===== config.mk =====
export PLATFORM = sky130hd
export DESIGN_NAME = halfstep_adder
export DESIGN_NICKNAME = d
export VERILOG_FILES = /design/src/rtl/halfstep_pkg.sv /design/src/rtl/halfstep_opsel.sv /design/src/rtl/halfstep_slice.sv /design/src/rtl/halfstep_flags.sv /design/src/rtl/halfstep_adder.sv
export SDC_FILE = /design/constraint.sdc
export NUM_CORES = 1
export LEC_CHECK = 0
export BUFFER_PORTS_ARGS = -buffer_cell sky130_fd_sc_hd__buf_2
export CAP_MARGIN = 10
export CORE_UTILIZATION = 55
export DETAILED_ROUTE_END_ITERATION = 16
export GPL_TIMING_DRIVEN = 1
export PLACE_DENSITY = 0.78
export SYNTH_ARGS = -nofsm -noshare
export SYNTH_HDL_FRONTEND = slang
export SYNTH_HIERARCHICAL = 1
export SYNTH_SLANG_ARGS = --single-unit

===== constraint.sdc =====
create_clock -name clk -period 4.7 [get_ports clk]
set_clock_uncertainty 0.2 [all_clocks]
set_input_delay 0.94 -clock clk [delete_from_list [all_inputs] [get_ports clk]]
set_output_delay 0.94 -clock clk [all_outputs]
set_load 0.02 [all_outputs]

===== src/rtl/halfstep_pkg.sv =====
package halfstep_pkg;
   typedef struct packed {
      logic zero;
      logic sign;
      logic carry;
      logic ovf;
   } hs_flags_t;

   localparam int unsigned NUM_OPND = 2;
endpackage


===== src/rtl/halfstep_opsel.sv =====
module halfstep_opsel #(
   parameter int unsigned W = 16
) (
   input  logic         sel_byp,
   input  logic [W-1:0] reg_val,
   input  logic [W-1:0] byp_val,
   output logic [W-1:0] opnd
);
   assign opnd = sel_byp ? byp_val : reg_val;
endmodule


===== src/rtl/halfstep_slice.sv =====
module halfstep_slice #(
   parameter int unsigned W = 16
) (
   input  logic [W-1:0] a,
   input  logic [W-1:0] b,
   input  logic         cin,
   output logic [W-1:0] sum,
   output logic         cout
);
   logic [W:0] wide;
   assign wide = {1'b0, a} + {1'b0, b} + {{W{1'b0}}, cin};
   assign sum  = wide[W-1:0];
   assign cout = wide[W];
endmodule


===== src/rtl/halfstep_flags.sv =====
module halfstep_flags
   import halfstep_pkg::*;
#(
   parameter int unsigned WIDTH = 32
) (
   input  logic [WIDTH-1:0] sum,
   input  logic             cout,
   input  logic             a_msb,
   input  logic             b_msb,
   output hs_flags_t        fl
);
   always_comb begin
      fl.zero  = (sum == '0);
      fl.sign  = sum[WIDTH-1];
      fl.carry = cout;
      fl.ovf   = (a_msb == b_msb) && (sum[WIDTH-1] != a_msb);
   end
endmodule


===== src/rtl/halfstep_adder.sv =====
module halfstep_adder
   import halfstep_pkg::*;
#(
   parameter int unsigned WIDTH = 32
) (
   input  logic             clk,
   input  logic             rst_n,
   input  logic             issue_vld,
   input  logic [WIDTH-1:0] opa,
   input  logic [WIDTH-1:0] opb,
   input  logic             byp_a,
   input  logic             byp_b,
   output logic             lo_vld,
   output logic [WIDTH/2-1:0] lo_sum,
   output logic             res_vld,
   output logic [WIDTH-1:0] res,
   output logic [3:0]       flags
);
   localparam int unsigned HALF = WIDTH / 2;

   generate
      if ((WIDTH % 2) != 0 || WIDTH < 4) begin : g_bad_width
         $error("halfstep_adder: WIDTH must be even and at least 4");
      end
   endgenerate

   logic [NUM_OPND-1:0][WIDTH-1:0] opnd_in;
   logic [NUM_OPND-1:0]            byp_in;
   assign opnd_in[0] = opa;
   assign opnd_in[1] = opb;
   assign byp_in     = {byp_b, byp_a};

   // phase 1 state
   logic                           v1_q;
   logic [HALF-1:0]                lo_q;
   logic                           cy_q;
   logic [NUM_OPND-1:0][HALF-1:0]  hi_opnd_q;
   logic [NUM_OPND-1:0]            hi_byp_q;
   // phase 2 state
   logic                           v2_q;
   logic [HALF-1:0]                hi_q;
   logic [HALF-1:0]                lo2_q;
   logic                           cout_q;
   logic [NUM_OPND-1:0]            msb_q;
   // phase 3 state
   logic                           v3_q;
   logic [WIDTH-1:0]               res_q;
   hs_flags_t                      flags_q;

   logic [NUM_OPND-1:0][HALF-1:0]  lo_eff;
   logic [NUM_OPND-1:0][HALF-1:0]  hi_eff;
   logic [NUM_OPND-1:0]            msb_eff;

   genvar k;
   generate
      for (k = 0; k < NUM_OPND; k++) begin : g_opnd
         halfstep_opsel #(.W(HALF)) u_sel_lo (
            .sel_byp (byp_in[k]),
            .reg_val (opnd_in[k][HALF-1:0]),
            .byp_val (lo_q),
            .opnd    (lo_eff[k])
         );
         halfstep_opsel #(.W(HALF)) u_sel_hi (
            .sel_byp (hi_byp_q[k]),
            .reg_val (hi_opnd_q[k]),
            .byp_val (hi_q),
            .opnd    (hi_eff[k])
         );
         assign msb_eff[k] = hi_eff[k][HALF-1];
      end
   endgenerate

   logic [HALF-1:0] lo_d, hi_d;
   logic            lo_cy, hi_cy;

   halfstep_slice #(.W(HALF)) u_lo_slice (
      .a    (lo_eff[0]),
      .b    (lo_eff[1]),
      .cin  (1'b0),
      .sum  (lo_d),
      .cout (lo_cy)
   );

   halfstep_slice #(.W(HALF)) u_hi_slice (
      .a    (hi_eff[0]),
      .b    (hi_eff[1]),
      .cin  (cy_q),
      .sum  (hi_d),
      .cout (hi_cy)
   );

   hs_flags_t flags_d;
   halfstep_flags #(.WIDTH(WIDTH)) u_flags (
      .sum   ({hi_q, lo2_q}),
      .cout  (cout_q),
      .a_msb (msb_q[0]),
      .b_msb (msb_q[1]),
      .fl    (flags_d)
   );

   always_ff @(posedge clk) begin
      if (!rst_n) begin
         v1_q      <= 1'b0;
         lo_q      <= '0;
         cy_q      <= 1'b0;
         hi_opnd_q <= '0;
         hi_byp_q  <= '0;
         v2_q      <= 1'b0;
         hi_q      <= '0;
         lo2_q     <= '0;
         cout_q    <= 1'b0;
         msb_q     <= '0;
         v3_q      <= 1'b0;
         res_q     <= '0;
         flags_q   <= '0;
      end else begin
         v1_q <= issue_vld;
         v2_q <= v1_q;
         v3_q <= v2_q;
         if (issue_vld) begin
            lo_q     <= lo_d;
            cy_q     <= lo_cy;
            hi_byp_q <= byp_in;
            for (int i = 0; i < NUM_OPND; i++) begin
               hi_opnd_q[i] <= opnd_in[i][WIDTH-1:HALF];
            end
         end
         if (v1_q) begin
            hi_q   <= hi_d;
            lo2_q  <= lo_q;
            cout_q <= hi_cy;
            msb_q  <= msb_eff;
         end
         if (v2_q) begin
            res_q   <= {hi_q, lo2_q};
            flags_q <= flags_d;
         end
      end
   end

   assign lo_vld  = v1_q;
   assign lo_sum  = lo_q;
   assign res_vld = v3_q;
   assign res     = res_q;
   assign flags   = flags_q;
endmodule


After elaboration in Yosys (flattened, before gate mapping)

Index checks and enable logic that the tools add are counted.
W data, S select, Z words.

Bits in registers: 125
Bits of input ports: 69
Output and inout port bits: 54
Word-level logic and storage cells: 28

Add/sub/neg operators: 3
Eq/ne operators: 2
Muxes and demuxes: 4
Reduce and logical (&&, ||, !) cells: 2

Operators by type and width:

| operator            | number |
|---|---|
| $mux W16            | 4 |
| $add A16 B16 Y17    | 2 |
| $logic_not A32 Y1   | 1 |
| $add A17 B1 Y17     | 1 |
| $eq A1 B1 Y1        | 1 |
| $logic_and A1 B1 Y1 | 1 |
| $ne A1 B1 Y1        | 1 |

Longest topological paths before layout

Gate-level depths: netlist (run 1).

Depth in word-level cells: 3
Depth in mapped cells: 12
Mapped depth without buffers: 11

Cells and area by module

Netlist (run 1), hierarchy kept.

By module, submodules not included:

| module                      | times used | cells each | area each (µm²) | seq. area each (µm²) |
|---|---|---|---|---|
| halfstep_adder              | 1          | 400        | 4817.1          | 2502.4 |
| halfstep_opsel              | 4          | 18         | 249.0           | 0.0 |
| halfstep_slice (u_hi_slice) | 1          | 89         | 733.2           | 0.0 |
| halfstep_slice (u_lo_slice) | 1          | 91         | 726.9           | 0.0 |
| halfstep_flags              | 1          | 17         | 110.1           | 0.0 |

Worst setup path after synthesis (run 1)

OpenSTA, ideal clock, no wires.

Path type: input port to flip-flop
Start point: in byp_a
End point: reg cy_q
Setup time: 0.116 ns
Arrival: 3.566 ns
Required time: 4.384 ns
Setup slack: 0.818 ns
Stages on the path: 11
Buffers on the path: 1
Cells stage by stage: buf_6 mux2_2 fa_1 fa_1 a21o_4 a311oi_2 nor3_1 or2_4 a311o_1 mux2i_1 nor2b_1

RTL lines:

| what                 | line                  | source |
|---|---|---|
| start, declared      | halfstep_adder.sv:11  | `input logic byp_a,` |
| end signal, assigned | halfstep_adder.sv:122 | `cy_q <= lo_cy;` |
| end, declared        | halfstep_adder.sv:36  | `logic cy_q;` |

==> flow_summary.json, run 1 <==
{
  "status": "finished clean",
  "worstSkewPairLatency_ns": 0.42,
  "grt.total_usage_pct": 23.9,
  "detail-route-antenna-nets": 0,
  "die-area_mm2": 0.0139,
  "grt_pass1_wl_um": 26300,
  "synth_top_area_cell": "dfxtp_1",
  "cellPowerDensity_mw_per_mm2": 380,
  "start_kind": "primary input",
  "cp.arrival_ns": 3.82,
  "swShare_pct": 28.9,
  "num_io_pins": 123,
  "cts_max_level": 4,
  "critPathCaptureType": "flop",
  "crit_path_top_delay_cell": "fa_1",
  "cts_root_buffer": "clkbuf_16",
  "hp-class": "reg2reg",
  "syn_nets": 772,
  "drive_gt1_share_pct": 30.6,
  "clkTransAtPathRegs_ns": 0.05,
  "finalSetupViolations": 0,
  "dominantRegCellSynth": "dfxtp_1",
  "timing.critical_path.mode_cell": "fa_1",
  "pwr-share-clk_pct": 38.0,
  "fin_setup_tns_ns": 0,
  "syn_area_mm2": 0.00738,
  "cp_cell_sequence": "buf_2 -> mux2_2 -> fa_1 -> fa_1 -> a21o_4 -> a311oi_2 -> nor3_1 -> or2_4 -> a311o_1 -> mux2i_1 -> nor2b_1",
  "core-area_mm2": 0.0129,
  "synth_top_area_share_pct": 33.9,
  "routed_wl_um": 16000,
  "timing.fmax_ghz": 0.269,
  "cts_num_sinks": 125,
  "max_stage_delay_ns": 0.47,
  "cts_max_path_buffers": 2,
  "cpLargestDelayFamily": "adder cells",
  "ir_worst_vdd_mv": 0.245,
  "cp_num_buf_inv": 1,
  "crit_required_ns": 4.80,
  "postCtsHoldBufs": 0,
  "fin_cells": 963,
  "whs_ns": 0.305,
  "vias": 5197,
  "async_flop_share_pct": 0,
  "grt_pass1_vias": 5293,
  "rsz0062_at_grt": "false",
  "cts_tree": "done",
  "post_drt_wl_per_cell_um": 16.7,
  "period_minus_slack_ns": 3.71,
  "synth_edf_count": 0,
  "criticalPathCategory": "in2reg",
  "ys_warn_count": 6,
  "synth.distinct_cells": 59,
  "io_buffers": 122,
  "area_delta_synth_final_pct": 13.2,
  "pwr-share-comb_pct": 23.8,
  "die_x_um": 118,
  "drt_drc_violations_left": 0,
  "internal_power_mw": 2.26,
  "syn_avg_cell_area_um2": 11.0,
  "yosys-top-cells-area": "dfxtp_1 34%, mux2i_1 17%, nor2b_1 11%",
  "layout.nets": 883,
  "relSlewSlack_pct": 39.7,
  "viasPerCell": 5.40,
  "grt_max_degree": 64,
  "tightest_slew_ns": 0.905,
  "seq_area_frac_synth_pct": 33.9,
  "synthCells": 669,
  "utilization_pct": 64.9,
  "synth-seq-cells": 125,
  "rows": 41,
  "maxCapViolCount": 0,
  "grt_overflow": 0,
  "fin_crit_sh_pct": 79.0,
  "firstDrtPassIters": 4,
  "start_util_pct": 57.3,
  "cp_max_fo": 3,
  "ctsResizeCount": 0,
  "post-route-cell-area_mm2": 0.00836,
  "dp_hpwl_um": 11400,
  "place_area_mm2": 0.00782,
  "slew_viol_final": 0,
  "power.share.sequential_pct": 38.2,
  "seqCellArea_mm2": 0.00250,
  "hold_violations": 0,
  "dieHeight_um": 118,
  "multiInputGateArea_mm2": 0.00440,
  "cts_made_buffers": 17,
  "dp_cells": 933,
  "antenna_cells": 0,
  "post_cts_buffers": 0,
  "antenna_found_initial": 0,
  "nFillCells": 1033,
  "p_switching_uw": 917,
  "drtIter0Drc": 305,
  "leakagePower_nw": 3.75,
  "gp_congestion": 0.894
}
[stage by stage]
step	worst slack [ns]	power, mW
after floorplan	0.818	1.83
after global placement	0.617	1.96
after detailed placement	0.604	1.98
after CTS	1.02	3.19
after global routing	0.858	3.33
final	0.987	3.18
[metal layers]
metal / global-route usage (%) / part of all wire (%) / vias to the layer above / wire length [µm]
met5: 0 / 0 / - / 0
met3: 6.69 / 4.5 / 27 / 721
li1: - / - / 2588 / -
met2: 39.2 / 47 / 130 / 7520
met4: 9.29 / 2.0 / 0 / 326
met1: 29.5 / 47 / 2452 / 7480
[layout make-up]
class	instances	area share, %
Tap cell	172	2.57
Clock buffer	23	5.72
Clock inverter	7	0.778
Timing Repair Buffer	131	8.11
Sequential cell	125	30.0
Multi-Input combinational cell	501	52.7
Inverter	4	0.180
[Yosys cell counts (4+ instances only)]
master and number:
clkbuf_1 7, nor2_1 7, nand3_1 5, buf_12 7, nor2b_1 124, nand2_1 16
a31oi_1 4, and2_1 4, dfxtp_1 125, inv_1 4, o21bai_1 5, a21o_1 8
mux2i_1 122, ha_1 30, mux2_2 24, buf_6 14, fa_1 4, xnor2_1 13
buf_8 8, xor2_1 14, a21oi_1 19, mux2_4 40, nor4_1 6, o21ai_1 4
o21ai_0 7
[path summary, 6_finish.rpt]
| kind | cells after the start | endpoint | start | slack, ns |
|---|---|---|---|---|
| worst max-delay path | 11 | cy_q | byp_a | 0.99 |
| worst min-delay path | 2 | res[25] | res[25] | 0.31 |
| worst max register to register | 10 | cy_q | lo_sum[0] | 1.37 |
| worst min register to register | 2 | res[25] | res[25] | 0.31 |
[placed cells by master (no fill, tap or decap), types with 2 or more instances in the layout]
| cell | n |
|---|---|
| nor2b_1 | 124 |
| dfxtp_1 | 123 |
| mux2i_1 | 122 |
| buf_2 | 122 |
| mux2_4 | 40 |
| ha_1 | 30 |
| mux2_2 | 24 |
| a21oi_1 | 19 |
| clkbuf_16 | 17 |
| nand2_1 | 16 |
| xor2_1 | 14 |
| xnor2_1 | 13 |
| buf_4 | 9 |
| a21o_1 | 8 |
| nor2_1 | 7 |
| o21ai_0 | 7 |
| nor4_1 | 6 |
| nand3_1 | 5 |
| o21bai_1 | 5 |
| and2_1 | 4 |
| clkinv_2 | 4 |
| inv_1 | 4 |
| o21ai_1 | 4 |
| a31oi_1 | 4 |
| fa_1 | 4 |
| clkbuf_8 | 3 |
| clkbuf_1 | 3 |
| nand4_1 | 3 |
| a21oi_2 | 3 |
| and3_1 | 3 |
| o21a_1 | 3 |
| clkinvlp_4 | 2 |
| dfxtp_2 | 2 |
| nor4_2 | 2 |
| or2_2 | 2 |
| o21ai_2 | 2 |
| nand2b_1 | 2 |
| o211ai_1 | 2 |
[cells by family after synthesis]
logic type      synth area share [%]
xor+xnor                        3.20
other cells                   0.0508
fa+ha+maj                       6.17
buf+inv                         6.49
compound gates                  7.39
mux                             28.3
simple gates                    14.5
flops                           33.9
[sequential cells by signal, indices dropped and copies added, names as in the netlist]
| signal | count |
|---|---|
| hi_byp_q | 2 |
| msb_q | 2 |
| cout_q | 1 |
| lo_vld | 1 |
| flags | 4 |
| cy_q | 1 |
| hi_q | 16 |
| res_vld | 1 |
| lo_sum | 16 |
| lo2_q | 16 |
| res | 32 |
| v2_q | 1 |
| hi_opnd_q | 32 |
[power by group through the flow]
| stage | clock network [mW] | registers [mW] | logic [mW] |
|---|---|---|---|
| floorplan | 0 | 1.25 | 0.580 |
| global placement | 0 | 1.23 | 0.730 |
| detailed placement | 0 | 1.23 | 0.748 |
| CTS | 1.22 | 1.21 | 0.755 |
| global route | 1.28 | 1.22 | 0.828 |
| finish | 1.21 | 1.21 | 0.757 |
[tightest hold or removal path, cell delays in order (launching register included)]
cell,delay [ns]
dfxtp_1,0.32
mux2i_1,0.06
nor2b_1,0.09
(Power assumes the default switching activity.)
==> run 2, diff against run 1 <==
Settings changed: CORE_UTILIZATION 55 to 52.
Clock period 4.7 ns to 3.4 ns, I/O delays scaled along.
==> flow_summary.json, run 2 (same netlist as run 1, synthesis figures left out) <==
{
  "critPathCaptureType": "flop",
  "rsz0062_at_grt": "false",
  "leakagePower_nw": 3.86,
  "grt_pass1_vias": 5261,
  "detail-route-antenna-nets": 0,
  "dp_hpwl_um": 11500,
  "core-area_mm2": 0.0139,
  "die_x_um": 121,
  "vias": 5279,
  "start_kind": "flop",
  "start_util_pct": 53.2,
  "total_power_mw": 4.68,
  "slew_viol_final": 0,
  "cts_num_sinks": 125,
  "relSlewSlack_pct": 22.5,
  "firstDrtPassIters": 4,
  "use_met2_pct": 39.3,
  "cp_num_buf_inv": 0,
  "maxCapViolCount": 0,
  "period_minus_slack_ns": 3.23,
  "postCtsHoldBufs": 0,
  "hold_violations": 0,
  "clkTransAtPathRegs_ns": 0.06,
  "drive_gt1_share_pct": 32.6,
  "final_cell_mix": "124 x nor2b_1, 123 x dfxtp_1, 122 x mux2i_1, 122 x buf_2, 41 x mux2_4",
  "cts_root_buffer": "clkbuf_16",
  "grt.total_usage_pct": 22.9,
  "area_delta_synth_final_pct": 16.5,
  "grt_pass1_wl_um": 26100,
  "cts_max_level": 4,
  "cp.arrival_ns": 3.34,
  "die-area_mm2": 0.0147,
  "grt_max_degree": 71,
  "gp_congestion": 0.863,
  "worstSkewPairLatency_ns": 0.42,
  "io_buffers": 122,
  "crit_required_ns": 3.51,
  "ff2ff_setup_slack_ns": 0.17,
  "cellPowerDensity_mw_per_mm2": 545,
  "drtIter0Drc": 279,
  "met1_usage_pct": 28.2,
  "cts_made_buffers": 17,
  "cts_tree": "done",
  "max_stage_delay_ns": 0.47,
  "grt_overflow": 0,
  "status": "finished clean",
  "cts_max_path_buffers": 2,
  "crit_path_top_delay_cell": "fa_1",
  "cpLargestDelayFamily": "compound AO/OA/AOI/OAI gates",
  "layout.nets": 897,
  "cp_cell_sequence": "mux2_2 -> fa_1 -> fa_2 -> a21oi_2 -> o21ai_2 -> a21oi_2 -> o221ai_2 -> a221o_1 -> a21o_1 -> mux2i_1 -> nor2b_1",
  "cp_max_fo": 3,
  "viasPerCell": 5.35,
  "post_drt_wl_per_cell_um": 16.4,
  "fin_crit_sh_pct": 94.9,
  "hp-class": "reg2reg",
  "num_io_pins": 123,
  "ir_worst_vdd_mv": 0.349,
  "drt_drc_violations_left": 0,
  "timing.fmax_ghz": 0.310,
  "timing.critical_path.mode_cell": "a21oi_2",
  "grt_util_met3_pct": 5.31,
  "rows": 43,
  "finalSetupViolations": 0,
  "layout_commonest_cell": "nor2b_1",
  "grt-busiest-layer": "met2",
  "routed_wl_um": 16200,
  "antenna_cells": 0,
  "utilization_pct": 61.9,
  "dieHeight_um": 121,
  "tightest_slew_ns": 1.16,
  "criticalPathCategory": "reg2reg",
  "antenna_found_initial": 0
}
## run 2: changes by cell type in the layout (fill, tap and decap cells not counted), moves of 2 or more
cell | previous run | this run
bufinv_16 | 1 | 3
buf_4 | 9 | 22
fa_2 | 0 | 3
clkbuf_1 | 3 | 1
fa_1 | 4 | 1
## run 2: path summary, 6_finish.rpt
kind	startpoint	end	cells past startpoint
setup / recovery	hi_byp_q[0]	cout_q	11
hold / removal	flags[2]	flags[2]	2
setup reg to reg	hi_byp_q[0]	cout_q	11
hold reg to reg	flags[2]	flags[2]	2
## run 2: what timing repair did
| action | 4_1_cts | 5_1_grt |
|---|---|---|
| gates resized for setup | 0 | 3 |
| buffers inserted | 0 | 1 |
| setup endpoints to repair | 0 | 4 |
## run 2: stage by stage
step | worst slack (ns) | area, µm² | std cells | hold slack (ns) | setup TNS (ns)
6_report | 0.174 | 8600 | 987 | 0.308 | 0
4_1_cts | 0.0952 | 8560 | 986 | 0.318 | 0
3_5_place_dp | -0.236 | 7940 | 954 | 0.304 | -0.715
5_1_grt | 0.00235 | 8600 | 987 | 0.329 | 0
3_3_place_gp | -0.177 | 7940 | 954 | 0.290 | -0.412
2_1_floorplan | 0.000689 | 7390 | 669 | 0.278 | 0
## run 2: power breakdown
| part | total, mW | leakage, nW | switching [mW] | internal, mW |
|---|---|---|---|---|
| registers | 1.68 | 1.02 | 0.120 | 1.56 |
| clock network | 1.89 | 0.298 | 0.660 | 1.23 |
| logic | 1.11 | 2.54 | 0.546 | 0.566 |
## run 2: layer usage
| metal | share of wire (%) | wire (µm) | vias to the layer above |
|---|---|---|---|
| met2 | 49 | 7980 | 128 |
| met4 | 2.0 | 316 | 0 |
| met5 | 0 | 0 | - |
| li1 | - | - | 2609 |
| met3 | 4.0 | 640 | 24 |
| met1 | 45 | 7210 | 2518 |
## run 2: layout make-up
cell class	instances	area, µm²
Inverter	4	15.0
Timing Repair Buffer	145	796
Clock buffer	22	484
Clock inverter	10	136
Sequential cell	125	2500
Tap cell	180	225
Multi-Input combinational cell	501	4440
Fill cell	1129	5280
## run 2: worst min-delay path: cells and delay by family, from the launching register on
kind | cells | cell delay, ns
DFF | 1 | 0.32
and+or+nand+nor | 1 | 0.09
muxes | 1 | 0.06
